--- src/rtl/ac97_out_pkg.sv ---
package ac97_out_pkg;
  localparam int SLOT_W     = 20;
  localparam int TAG_W      = 16;
  localparam int N_SLOT     = 12;
  localparam int N_DATA     = N_SLOT - 2;
  localparam int CODE_W     = 3;
  localparam int MAP_W      = N_DATA * CODE_W;
  localparam int WSEL_W     = 2;
  localparam int FRAME_LEN  = TAG_W + N_SLOT * SLOT_W;
  localparam int CNT_W      = $clog2(FRAME_LEN);
  localparam int SLOT_IDX_W = $clog2(N_SLOT + 1);
  localparam int BITPOS_W   = $clog2(SLOT_W);

  typedef enum logic [1:0] {SRC_NONE, SRC_A, SRC_B} src_e;

  // Channel code to source; undefined codes leave the slot empty.
  function automatic src_e decode_code(logic [CODE_W-1:0] code);
    case (code)
      CODE_W'(1): return SRC_A;
      CODE_W'(2): return SRC_B;
      default:    return SRC_NONE;
    endcase
  endfunction

  function automatic int unsigned width_of(logic [WSEL_W-1:0] wsel);
    case (wsel)
      2'd0:    return 10;
      2'd1:    return 16;
      2'd2:    return 18;
      default: return 20;
    endcase
  endfunction

  // Keep the low w bits and move them to the top of the slot.
  function automatic logic [SLOT_W-1:0] justify(logic [SLOT_W-1:0] d, logic [WSEL_W-1:0] wsel);
    int unsigned w;
    logic [SLOT_W-1:0] mask;
    w    = width_of(wsel);
    mask = ~({SLOT_W{1'b1}} << w);
    return (d & mask) << (SLOT_W - w);
  endfunction
endpackage

--- src/rtl/ac97_slot_timer.sv ---
module ac97_slot_timer
  import ac97_out_pkg::*;
(
  input  logic                  bclk,
  input  logic                  rst_n,
  output logic [CNT_W-1:0]      cnt,
  output logic [SLOT_IDX_W-1:0] slot_idx,
  output logic [BITPOS_W-1:0]   bitpos,
  output logic                  frame_start
);
  localparam logic [CNT_W-1:0]      LAST_POS  = CNT_W'(FRAME_LEN - 1);
  localparam logic [SLOT_IDX_W-1:0] LAST_SLOT = SLOT_IDX_W'(N_SLOT);

  always_ff @(posedge bclk) begin
    if (!rst_n) begin
      cnt      <= '0;
      slot_idx <= '0;
      bitpos   <= BITPOS_W'(TAG_W - 1);
    end else begin
      cnt <= (cnt == LAST_POS) ? '0 : cnt + 1'b1;
      if (bitpos == '0) begin
        if (slot_idx == LAST_SLOT) begin
          slot_idx <= '0;
          bitpos   <= BITPOS_W'(TAG_W - 1);
        end else begin
          slot_idx <= slot_idx + 1'b1;
          bitpos   <= BITPOS_W'(SLOT_W - 1);
        end
      end else begin
        bitpos <= bitpos - 1'b1;
      end
    end
  end

  assign frame_start = (cnt == '0);
endmodule

--- src/rtl/ac97_slot_fetch.sv ---
module ac97_slot_fetch
  import ac97_out_pkg::*;
(
  input  logic                          bclk,
  input  logic                          rst_n,
  input  logic [CNT_W-1:0]              cnt,
  input  logic [MAP_W-1:0]              slot_map,
  input  logic [WSEL_W-1:0]             wsel_a,
  input  logic [WSEL_W-1:0]             wsel_b,
  input  logic                          cmd_valid,
  input  logic [SLOT_W-1:0]             cmd_addr,
  input  logic [SLOT_W-1:0]             cmd_data,
  output logic                          cmd_ready,
  input  logic                          a_valid,
  input  logic [SLOT_W-1:0]             a_data,
  output logic                          a_ready,
  input  logic                          b_valid,
  input  logic [SLOT_W-1:0]             b_data,
  output logic                          b_ready,
  output logic [N_SLOT-1:0]             slot_vld,
  output logic [N_SLOT-1:0][SLOT_W-1:0] slot_word
);
  logic [N_DATA-1:0] a_req, b_req;
  logic              cmd_vld;
  logic [SLOT_W-1:0] addr_q, data_q;

  // Codec command is fetched at frame position 0.
  assign cmd_ready = (cnt == '0);

  always_ff @(posedge bclk) begin
    if (!rst_n) begin
      cmd_vld <= 1'b0;
      addr_q  <= '0;
      data_q  <= '0;
    end else if (cmd_ready) begin
      cmd_vld <= cmd_valid;
      addr_q  <= cmd_valid ? cmd_addr : '0;
      data_q  <= cmd_valid ? cmd_data : '0;
    end
  end

  assign slot_vld[0]  = cmd_vld;
  assign slot_vld[1]  = cmd_vld;
  assign slot_word[0] = addr_q;
  assign slot_word[1] = data_q;

  // Data slot i+3 is fetched at frame position i+1.
  for (genvar i = 0; i < N_DATA; i++) begin : g_slot
    src_e              src;
    logic              here, take;
    logic              dvld;
    logic [SLOT_W-1:0] dword, sample;

    assign src      = decode_code(slot_map[i*CODE_W +: CODE_W]);
    assign here     = (cnt == CNT_W'(i + 1));
    assign a_req[i] = here && (src == SRC_A);
    assign b_req[i] = here && (src == SRC_B);
    assign take     = (a_req[i] && a_valid) || (b_req[i] && b_valid);
    assign sample   = (src == SRC_A) ? justify(a_data, wsel_a) : justify(b_data, wsel_b);

    always_ff @(posedge bclk) begin
      if (!rst_n) begin
        dvld  <= 1'b0;
        dword <= '0;
      end else if (here) begin
        dvld  <= take;
        dword <= take ? sample : '0;
      end
    end

    assign slot_vld[i+2]  = dvld;
    assign slot_word[i+2] = dword;
  end

  assign a_ready = |a_req;
  assign b_ready = |b_req;
endmodule

--- src/rtl/ac97_frame_serializer.sv ---
module ac97_frame_serializer
  import ac97_out_pkg::*;
(
  input  logic [SLOT_IDX_W-1:0]         slot_idx,
  input  logic [BITPOS_W-1:0]           bitpos,
  input  logic [N_SLOT-1:0]             slot_vld,
  input  logic [N_SLOT-1:0][SLOT_W-1:0] slot_word,
  output logic                          sdata
);
  logic [TAG_W-1:0]  tag;
  logic [SLOT_W-1:0] sel;

  always_comb begin
    tag = '0;
    tag[TAG_W-1] = 1'b1;
    for (int s = 0; s < N_SLOT; s++) tag[TAG_W-2-s] = slot_vld[s];
  end

  always_comb begin
    if (slot_idx == '0) sel = {{(SLOT_W-TAG_W){1'b0}}, tag};
    else                sel = slot_word[slot_idx - 1'b1];
  end

  assign sdata = sel[bitpos];
endmodule

--- src/rtl/ac97_out_framer.sv ---
module ac97_out_framer
  import ac97_out_pkg::*;
(
  input  logic              bclk,
  input  logic              rst_n,
  input  logic [MAP_W-1:0]  slot_map,
  input  logic [WSEL_W-1:0] wsel_a,
  input  logic [WSEL_W-1:0] wsel_b,
  input  logic              cmd_valid,
  input  logic [SLOT_W-1:0] cmd_addr,
  input  logic [SLOT_W-1:0] cmd_data,
  output logic              cmd_ready,
  input  logic              a_valid,
  input  logic [SLOT_W-1:0] a_data,
  output logic              a_ready,
  input  logic              b_valid,
  input  logic [SLOT_W-1:0] b_data,
  output logic              b_ready,
  output logic              fsync,
  output logic              sdata
);
  logic [CNT_W-1:0]              cnt;
  logic [SLOT_IDX_W-1:0]         slot_idx;
  logic [BITPOS_W-1:0]           bitpos;
  logic                          frame_start;
  logic [N_SLOT-1:0]             slot_vld;
  logic [N_SLOT-1:0][SLOT_W-1:0] slot_word;

  // Named events for the checker.
  logic in_data_slot, cur_slot_vld;

  ac97_slot_timer u_timer (
    .bclk(bclk), .rst_n(rst_n), .cnt(cnt), .slot_idx(slot_idx),
    .bitpos(bitpos), .frame_start(frame_start)
  );

  ac97_slot_fetch u_fetch (
    .bclk(bclk), .rst_n(rst_n), .cnt(cnt), .slot_map(slot_map),
    .wsel_a(wsel_a), .wsel_b(wsel_b),
    .cmd_valid(cmd_valid), .cmd_addr(cmd_addr), .cmd_data(cmd_data), .cmd_ready(cmd_ready),
    .a_valid(a_valid), .a_data(a_data), .a_ready(a_ready),
    .b_valid(b_valid), .b_data(b_data), .b_ready(b_ready),
    .slot_vld(slot_vld), .slot_word(slot_word)
  );

  ac97_frame_serializer u_ser (
    .slot_idx(slot_idx), .bitpos(bitpos), .slot_vld(slot_vld),
    .slot_word(slot_word), .sdata(sdata)
  );

  assign fsync        = (slot_idx == '0);
  assign in_data_slot = (slot_idx != '0);
  assign cur_slot_vld = in_data_slot ? slot_vld[slot_idx - 1'b1] : 1'b0;
endmodule

--- config.mk ---
export PLATFORM = sky130hd
export DESIGN_NAME = ac97_out_framer
export DESIGN_NICKNAME = d
export VERILOG_FILES = /design/src/rtl/ac97_out_pkg.sv /design/src/rtl/ac97_slot_timer.sv /design/src/rtl/ac97_slot_fetch.sv /design/src/rtl/ac97_frame_serializer.sv /design/src/rtl/ac97_out_framer.sv
export SDC_FILE = /design/constraint.sdc
export NUM_CORES = 1
export LEC_CHECK = 0
export ABC_AREA = 1
export BUFFER_PORTS_ARGS = -buffer_cell sky130_fd_sc_hd__buf_2
export CAP_MARGIN = 10
export CELL_PAD_IN_SITES_DETAIL_PLACEMENT = 1
export CELL_PAD_IN_SITES_GLOBAL_PLACEMENT = 1
export CORE_UTILIZATION = 43
export CTS_CLUSTER_DIAMETER = 150
export DETAILED_ROUTE_END_ITERATION = 8
export PLACE_DENSITY_LB_ADDON = 0.1
export REMOVE_ABC_BUFFERS = 1
export SLEW_MARGIN = 10
export SYNTH_ARGS = -nofsm -noshare
export SYNTH_HDL_FRONTEND = slang
export SYNTH_HIERARCHICAL = 1
export SYNTH_SLANG_ARGS = --single-unit
export TNS_END_PERCENT = 5
--- constraint.sdc ---
create_clock -name bclk -period 3.75 [get_ports bclk]
set_input_delay 0.5625 -clock bclk [delete_from_list [all_inputs] [get_ports bclk]]
set_output_delay 0.5625 -clock bclk [all_outputs]
set_load 0.05 [all_outputs]
# Yosys cells after proc, flatten, opt, wreduce, memory -nomap -nowiden
# Index checks and enable logic that the tools add are counted.
dict set report word_totals {
  ff_bits 268
  in_bits 119
  out_inout_bits 5
  elab_cells 199
}
dict set report op_classes {
  n_addsub 6
  order_cmp 2
  eq_ne 56
  n_shift 4
  mux 42
  bitwise 5
  reduce_logical 58
}
# operator count
set ops {}
lappend ops {{20-bit two-way mux} 24}
lappend ops {{20-bit binary-select mux with 4-bit select} 1}
lappend ops {{20-bit by 32-bit << shifter with 20-bit output} 2}
lappend ops {{20-bit AND} 2}
lappend ops {{1-bit logical AND} 40}
lappend ops {{20-bit inverter} 2}
lappend ops {{2-bit case mux with 2 select lines} 10}
lappend ops {{20-bit by 5-bit << shifter with 20-bit output (first input constant)} 2}
lappend ops {{8-bit by 3-bit == test with 1-bit output (second input constant)} 4}
lappend ops {{3-bit by 1-bit == test with 1-bit output (second input constant)} 10}
lappend ops {{3-bit by 2-bit == test with 1-bit output (second input constant)} 10}
lappend ops {{5-bit case mux with 3 select lines} 2}
lappend ops {{2-bit by 1-bit == test with 1-bit output (second input constant)} 12}
lappend ops {{2-bit == test (second input constant)} 12}
lappend ops {{8-bit by 4-bit == test with 1-bit output (second input constant)} 3}
lappend ops {{10-bit OR reduction} 2}
lappend ops {{8-bit by 2-bit == test with 1-bit output (second input constant)} 2}
lappend ops {{5-bit by 5-bit subtractor with 6-bit output (first input constant)} 2}
lappend ops {{1-bit logical OR} 10}
lappend ops {{5-bit two-way mux} 2}
lappend ops {{8-bit by 1-bit adder with 8-bit output (second input constant)} 1}
lappend ops {{8-bit by 1-bit == test with 1-bit output (second input constant)} 1}
lappend ops {{8-bit == test (second input constant)} 1}
lappend ops {{8-bit logical NOT} 1}
lappend ops {{14 further kinds} 15}

# Logic depth before layout (Yosys ltp)
# Gate-level depths: netlist of run 1.
dict set report logic_depth {
  depth_word 8
  mapped_depth 23
  mapped_depth_nobuf 18
}

# Cells and area by module
# The synthesis of run 1 kept the hierarchy.
# module n_inst cells_per_inst area_per_inst_um2 seq_area_each_um2
set modules_own_cells {}
lappend modules_own_cells {ac97_slot_fetch 1 2063 13772.0 5024.8}
lappend modules_own_cells {ac97_frame_serializer 1 663 2972.9 0.0}
lappend modules_own_cells {ac97_slot_timer 1 114 814.5 340.3}
lappend modules_own_cells {ac97_out_framer 1 7 26.3 0.0}

# Worst setup path after synthesis of run 1
# No wires, ideal clock.
dict set report synth_timing {
  kind {reg2out}
  start {reg u_timer.slot_idx[0]}
  end {out sdata}
  arrival_ns 2.673
  required_ns 3.188
  setup_slack_ns 0.514
  stages_incl_launch_ff 17
  path_buffers 7
  cell_sequence {dfxtp_1 > buf_6 > inv_4 > buf_8 > buf_4 > buf_6 > ha_1 > buf_2 > inv_2 > buf_2 > buf_2 > o21ai_0 > o221ai_1 > o2111ai_1 > nand3_1 > nand4_1 > nand2_1}
}
dict set report synth_via {
  elab_chain_cells 6
  elab_cells_between_ends 7
  classes_between {add/sub: 1; mux: 5; reduce/logical: 1}
}
# element line
set synth_rtl {}
lappend synth_rtl {{start, declared} ac97_slot_timer.sv:7} ;# output logic [SLOT_IDX_W-1:0] slot_idx,
lappend synth_rtl {{start signal, assigned} ac97_slot_timer.sv:26} ;# slot_idx <= slot_idx + 1'b1;
lappend synth_rtl {{4-bit by 1-bit subtractor with 4-bit output} ac97_frame_serializer.sv:21} ;# else sel = slot_word[slot_idx - 1'b1];
lappend synth_rtl {{20-bit binary-select mux with 4-bit select} ac97_frame_serializer.sv:21}
lappend synth_rtl {{20-bit two-way mux (implied by the code)} ac97_frame_serializer.sv:21}
lappend synth_rtl {{20-bit two-way mux *} ac97_frame_serializer.sv:20} ;# if (slot_idx == '0) sel = {{(SLOT_W-TAG_W){1'b0}}, tag};
lappend synth_rtl {{1-bit binary-select mux with 5-bit select *} ac97_frame_serializer.sv:24} ;# assign sdata = sel[bitpos];
lappend synth_rtl {{1-bit two-way mux (implied by the code) *} ac97_frame_serializer.sv:24}
lappend synth_rtl {{end, declared} ac97_out_framer.sv:20} ;# output logic sdata
# Every way passes the cells marked *; elsewhere a longest branch is shown, timed or not. The select of a mux whose other input is x is not followed.

# Worst setup path in the final report of run 1
dict set report layout_timing {
  start {reg u_timer.slot_idx[2]}
  end {out sdata}
}
# The elaborated chain is that of the path after synthesis.

==> impl_metrics.toml, run 1 <==
[clock_tree]
cts_root_buf = "clkbuf_16"
h-tree-depth = 2
clk_latency_ns = 0.56
postCtsHoldBufs = 0
cts_inserted_buffers = 36
clk_pin_slew_worst_paths_ns = 0.06
clock_sinks = 268
cts_tree = "done"
cts_buffer_depth = 3

[global_routing]
grt_start_max_net_pins = 88
grt_pass1_wl_mm = 120
grt_usage_pct = 37.5
antenna_found_initial = 0
grt_overflow = 0
grt_pass1_vias = 20400

[timing]
fmax_mhz = 270
maxSlewViolCount = 0
clock-skew-final_ns = 0.0178
period_share_pct = 98.6
timing.final.crit_period_ns = 3.70
finalHoldViolCount = 0
slew_headroom_pct = 21.2
worst_pin_slew_ns = 1.18
hold_slack_ns = 0.252
setup_ws_ns = 0.0513
setup_viol = 0

[die]
ioPinCount = 124
core-area_mm2 = 0.0400
die_w_um = 204
rows = 73
die_height_um = 204
start_util_pct = 43.9
dieArea_mm2 = 0.0417

[drt]
wl_per_cell_um = 23.4
num_vias = 20700
vias_per_cell = 6.06
antenna_left = 0
drt_pass1_iterations = 7
drtIter0Drc = 2287
remaining_drc_errors = 0
wl_mm = 80.0

[job]
max_cap_violations = 0

[worst_setup_path]
endpoint_kind = "output port"
crit_fanout = 13
criticalPathCategory = "reg -> out"
cp.arrival_ns = 3.14
required_ns = 3.19
startpoint_type = "register"

[synth]
syn_area_per_cell_um2 = 6.18
syn_inst = 2844
yosys_warnings = 6
synthesis.area_mm2 = 0.0176

[outcome]
status = "finished clean"

[pwr]
ir_drop_mv = 0.292
power_uw = 7770
p_leak_uw = 0.00812
powerDensity_mw_per_mm2 = 397

[placed_design]
dp_hpwl_mm = 52.3
port_buffers = 123
routabilityCongestion = 0.972
placed_area_mm2 = 0.0183
pre_cts_ws_ns = 0.517

[layout]
antenna_cells = 0
postLayoutCellArea_mm2 = 0.0196
nNetsFinal = 3006
syn2layout_area_growth_pct = 11.4
drive_gt1_share_pct = 12.1

[min_path]
hp-class = "in -> reg"
-- power breakdown --
group	switching (uW)	internal [uW]	total (uW)
Clock	1370	2150	3520
Sequential	37.9	2890	2930
Combinational	988	334	1320
-- sequential cells by signal, summed over array words and instances, names as in the netlist --
| signal | flops |
|---|---|
| u_timer/slot_idx | 4 |
| u_fetch/g_slot.dword | 200 |
| u_timer/cnt | 8 |
| u_fetch/data_q | 20 |
| u_fetch/cmd_vld | 1 |
| u_fetch/addr_q | 20 |
| u_fetch/g_slot.dvld | 10 |
| u_timer/bitpos | 5 |
-- cell type report --
| class | count | area, um2 |
|---|---|---|
| fill | 5506 | 20400 |
| multi-input combinational | 2204 | 10500 |
| sequential | 268 | 5370 |
| timing repair buffer | 174 | 1120 |
| clock buffer | 54 | 1060 |
| inverter | 184 | 706 |
| tap | 525 | 657 |
| clock inverter | 8 | 115 |
-- worst max-delay path: stages (launching register included) --
cell and delay [ns]:
dfxtp_1 0.57, nor2_1 0.12, nand2_1 0.08, nand2_1 0.06, nand2_2 0.36, inv_2 0.21
nor2_1 0.23, inv_1 0.16, nand2_1 0.10, nand3_1 0.08, nand3_1 0.08, nand2_1 0.05
inv_1 0.05, nand2_1 0.05, nand3_1 0.07, nand2_1 0.12, buf_6 0.19
-- layout by cell type (no fill, tap or decap), types with 4 or more instances in the layout --
cell,n
nand2_1,1008
nand3_1,605
a21oi_1,267
dfxtp_1,267
inv_1,167
buf_2,122
nor2_1,102
buf_4,41
clkbuf_16,39
o21ai_0,34
nand2_2,23
nand3_2,23
nand3_4,19
ha_1,18
nor3_1,11
nand4_1,11
clkbuf_1,10
nor2_2,10
inv_2,10
clkbuf_8,8
nor3_2,8
clkinv_2,5
o21ai_1,5
buf_12,5
nor2_4,4
clkinv_1,4
nor3_4,4
o22ai_1,4
o211ai_2,4
o21ai_4,4
a21oi_2,4
a32o_1,4
-- worst paths after layout --
kind,startpoint,end,slack [ns],depth (start not counted)
setup reg to reg,u_timer/cnt[5],u_fetch/g_slot[1].dword[13],1.01,8
hold / removal,cmd_addr[6],u_fetch/addr_q[6],0.25,3
setup / recovery,u_timer/slot_idx[2],sdata,0.05,16
hold reg to reg,u_fetch/g_slot[0].dword[8],u_fetch/g_slot[0].dword[8],0.46,2
-- repair_timing --
item	in CTS	in global routing
setup endpoints to repair	1	1
pin swaps	0	1
setup buffers	0	2
gates cloned	0	3
resized for setup	5	10
hold endpoints to repair	0	0
-- stage by stage --
step                      cells  TNS, ns  utilization [%]
final                      3417        0             48.9
after global routing       3417  -0.0191             48.9
after global placement     3350        0             45.6
after CTS                  3412        0             48.6
after floorplan            2655    -3.20                -
after detailed placement   3350        0             45.6
-- layer usage --
metal	wire length [um]	vias up	share of wire [%]	track usage, %
li1	-	9379	-	-
met1	32400	10100	41	47.6
met2	35900	1006	45	60.1
met3	7700	258	9.6	8.24
met4	3910	0	4.9	18.0
met5	0	-	0	0
(Power assumes the default switching activity.)
==> run 2: changes to the inputs <==
--- a/config.mk
+++ b/config.mk
@@ -15,6 +15,7 @@
 export DETAILED_ROUTE_END_ITERATION = 8
 export PLACE_DENSITY_LB_ADDON = 0.1
 export REMOVE_ABC_BUFFERS = 1
+export SETUP_SLACK_MARGIN = 0.3
 export SLEW_MARGIN = 10
 export SYNTH_ARGS = -nofsm -noshare
 export SYNTH_HDL_FRONTEND = slang
==> impl_metrics.toml, run 2 (same netlist as run 1, synthesis figures left out) <==
[outcome]
status = "finished clean"

[layout]
largest_reg_flops = 200
top_register = "u_fetch/g_slot.dword"
final_common_cell = "nand2_1"
reg_top3 = "u_fetch/g_slot.dword: 200 flops, u_fetch/addr_q: 20 flops, u_fetch/data_q: 20 flops"
final_cell_mix = "999 x nand2_1, 602 x nand3_1, 265 x a21oi_1, 265 x dfxtp_1, 167 x inv_1"
antenna_cells = 0
drive_gt1_share_pct = 13.0
n_fill_cell = 5494
syn2layout_area_growth_pct = 12.5
nNetsFinal = 3014

[min_path]
hp-class = "in -> reg"

[clock_tree]
clock_sinks = 268
clk_latency_ns = 0.56
h-tree-depth = 2
clk_pin_slew_worst_paths_ns = 0.06
cts_buffer_depth = 3
cts_tree = "done"
cts_root_buf = "clkbuf_16"
postCtsHoldBufs = 0
cts_inserted_buffers = 36

[timing]
fmax_mhz = 285
clock-skew-final_ns = 0.0154
period_share_pct = 93.6
timing.final.crit_period_ns = 3.51
setup_viol = 0
rsz0062_at_grt = "true"
setup_ws_ns = 0.241
maxSlewViolCount = 0
worst_pin_slew_ns = 1.20
hold_slack_ns = 0.255
slew_headroom_pct = 20.1
setup_tns_ns = 0
finalHoldViolCount = 0

[global_routing]
grt_pass1_wl_mm = 120
antenna_found_initial = 0
grt_pass1_vias = 20600
grt_usage_pct = 37.8
grt_overflow = 0
grt_start_max_net_pins = 88

[die]
die_w_um = 204
rows = 73
dieArea_mm2 = 0.0417
ioPinCount = 124
die_height_um = 204
core-area_mm2 = 0.0400
start_util_pct = 43.9

[drt]
num_vias = 20800
remaining_drc_errors = 0
drtIter0Drc = 2250
vias_per_cell = 6.07
wl_mm = 80.1
drt_pass1_iterations = 5
wl_per_cell_um = 23.4
antenna_left = 0

[worst_setup_path]
crit_top_cell = "nand2_1"
crit_fanout = 17
crit_buf_inv = 4
cpLargestDelayFamily = "simple AND/OR/NAND/NOR gates"
cp.arrival_ns = 2.95
path_cells = "inv_1 > ha_4 > inv_8 > buf_12 > nand3_1 > nand2_1 > nand2_1 > nand3_1 > nand2_1 > nand2_1 > nand2_1 > nand2_1 > nand2_1 > nand2_1 > nand3_1 > nand3_1 > nand2_2 > buf_8"
required_ns = 3.19
criticalPathCategory = "reg -> out"
startpoint_type = "register"
worst_path_largest_cell_delay_ns = 0.37
slowest_stage = "dfxtp_4"
endpoint_kind = "output port"

[pwr]
power_uw = 7770
switching_power_uw = 2390
p_sw_share_pct = 30.8
clkPwrFrac_pct = 45.2
comb_power_share_pct = 17.1
ir_drop_mv = 0.292
powerDensity_mw_per_mm2 = 393
p_leak_uw = 0.00820
pwr-share-seq_pct = 37.7
p_int_uw = 5380

[placed_design]
pre_cts_ws_ns = 0.517
routabilityCongestion = 0.972
dp_hpwl_mm = 52.3
port_buffers = 123

[job]
max_cap_violations = 0
==> run 2: path summary, 6_finish.rpt <==
kind / from / endpoint / slack, ns / depth (start not counted)
worst min register to register: u_fetch/g_slot[8].dword[0] / u_fetch/g_slot[8].dword[0] / 0.46 / 2
worst min-delay path: cmd_data[2] / u_fetch/data_q[2] / 0.25 / 3
worst max register to register: u_timer/cnt[5] / u_fetch/g_slot[1].dword[16] / 0.99 / 8
worst max-delay path: u_timer/slot_idx[1] / sdata / 0.24 / 18
==> run 2: repair_timing <==
action                                  4_1_cts  5_1_grt
pin swaps                                     4        8
endpoints found under the hold margin         0        0
resized for setup                            25       28
endpoints found under the setup margin        1        1
gates cloned                                  3        1
buffers inserted                              6        3
==> run 2: cell type report <==
| cell class | count | area (um2) | share of cell area (%) |
|---|---|---|---|
| clock inverter | 8 | 115 | 0.582 |
| timing repair buffer | 182 | 1240 | 6.27 |
| multi-input combinational | 2204 | 10600 | 53.7 |
| inverter | 184 | 713 | 3.61 |
| clock buffer | 54 | 1060 | 5.36 |
| tap | 525 | 657 | 3.32 |
| sequential | 268 | 5370 | 27.2 |
==> run 2: layer usage <==
layer / vias up / GRT usage (%) / wire (um)
li1: 9388 / - / -
met1: 10100 / 48.0 / 32700
met2: 1023 / 60.7 / 36000
met3: 258 / 7.83 / 7380
met4: 0 / 18.6 / 4000
met5: - / 0 / 0
==> run 2: worst min-delay path, cell delays in order <==
cell     delay [ns]
buf_2          0.10
nand2_1        0.05
a21oi_1        0.05
==> run 2: power groups by stage <==
| stage | clock network, uW | logic [uW] | registers (uW) |
|---|---|---|---|
| CTS | 3550 | 1280 | 2930 |
| global route | 3680 | 1410 | 2930 |
| detailed placement | 0 | 1270 | 2990 |
| finish | 3510 | 1330 | 2930 |
| global placement | 0 | 1230 | 2990 |
| floorplan | 0 | 751 | 2980 |
==> run 2: through the flow <==
step | std cells | instance area [um2] | util, %
finish | 3425 | 19800 | 49.4
global route | 3425 | 19800 | 49.4
global placement | 3350 | 18300 | 45.6
CTS | 3421 | 19600 | 49.1
detailed placement | 3350 | 18300 | 45.6
floorplan | 2655 | 16600 | -
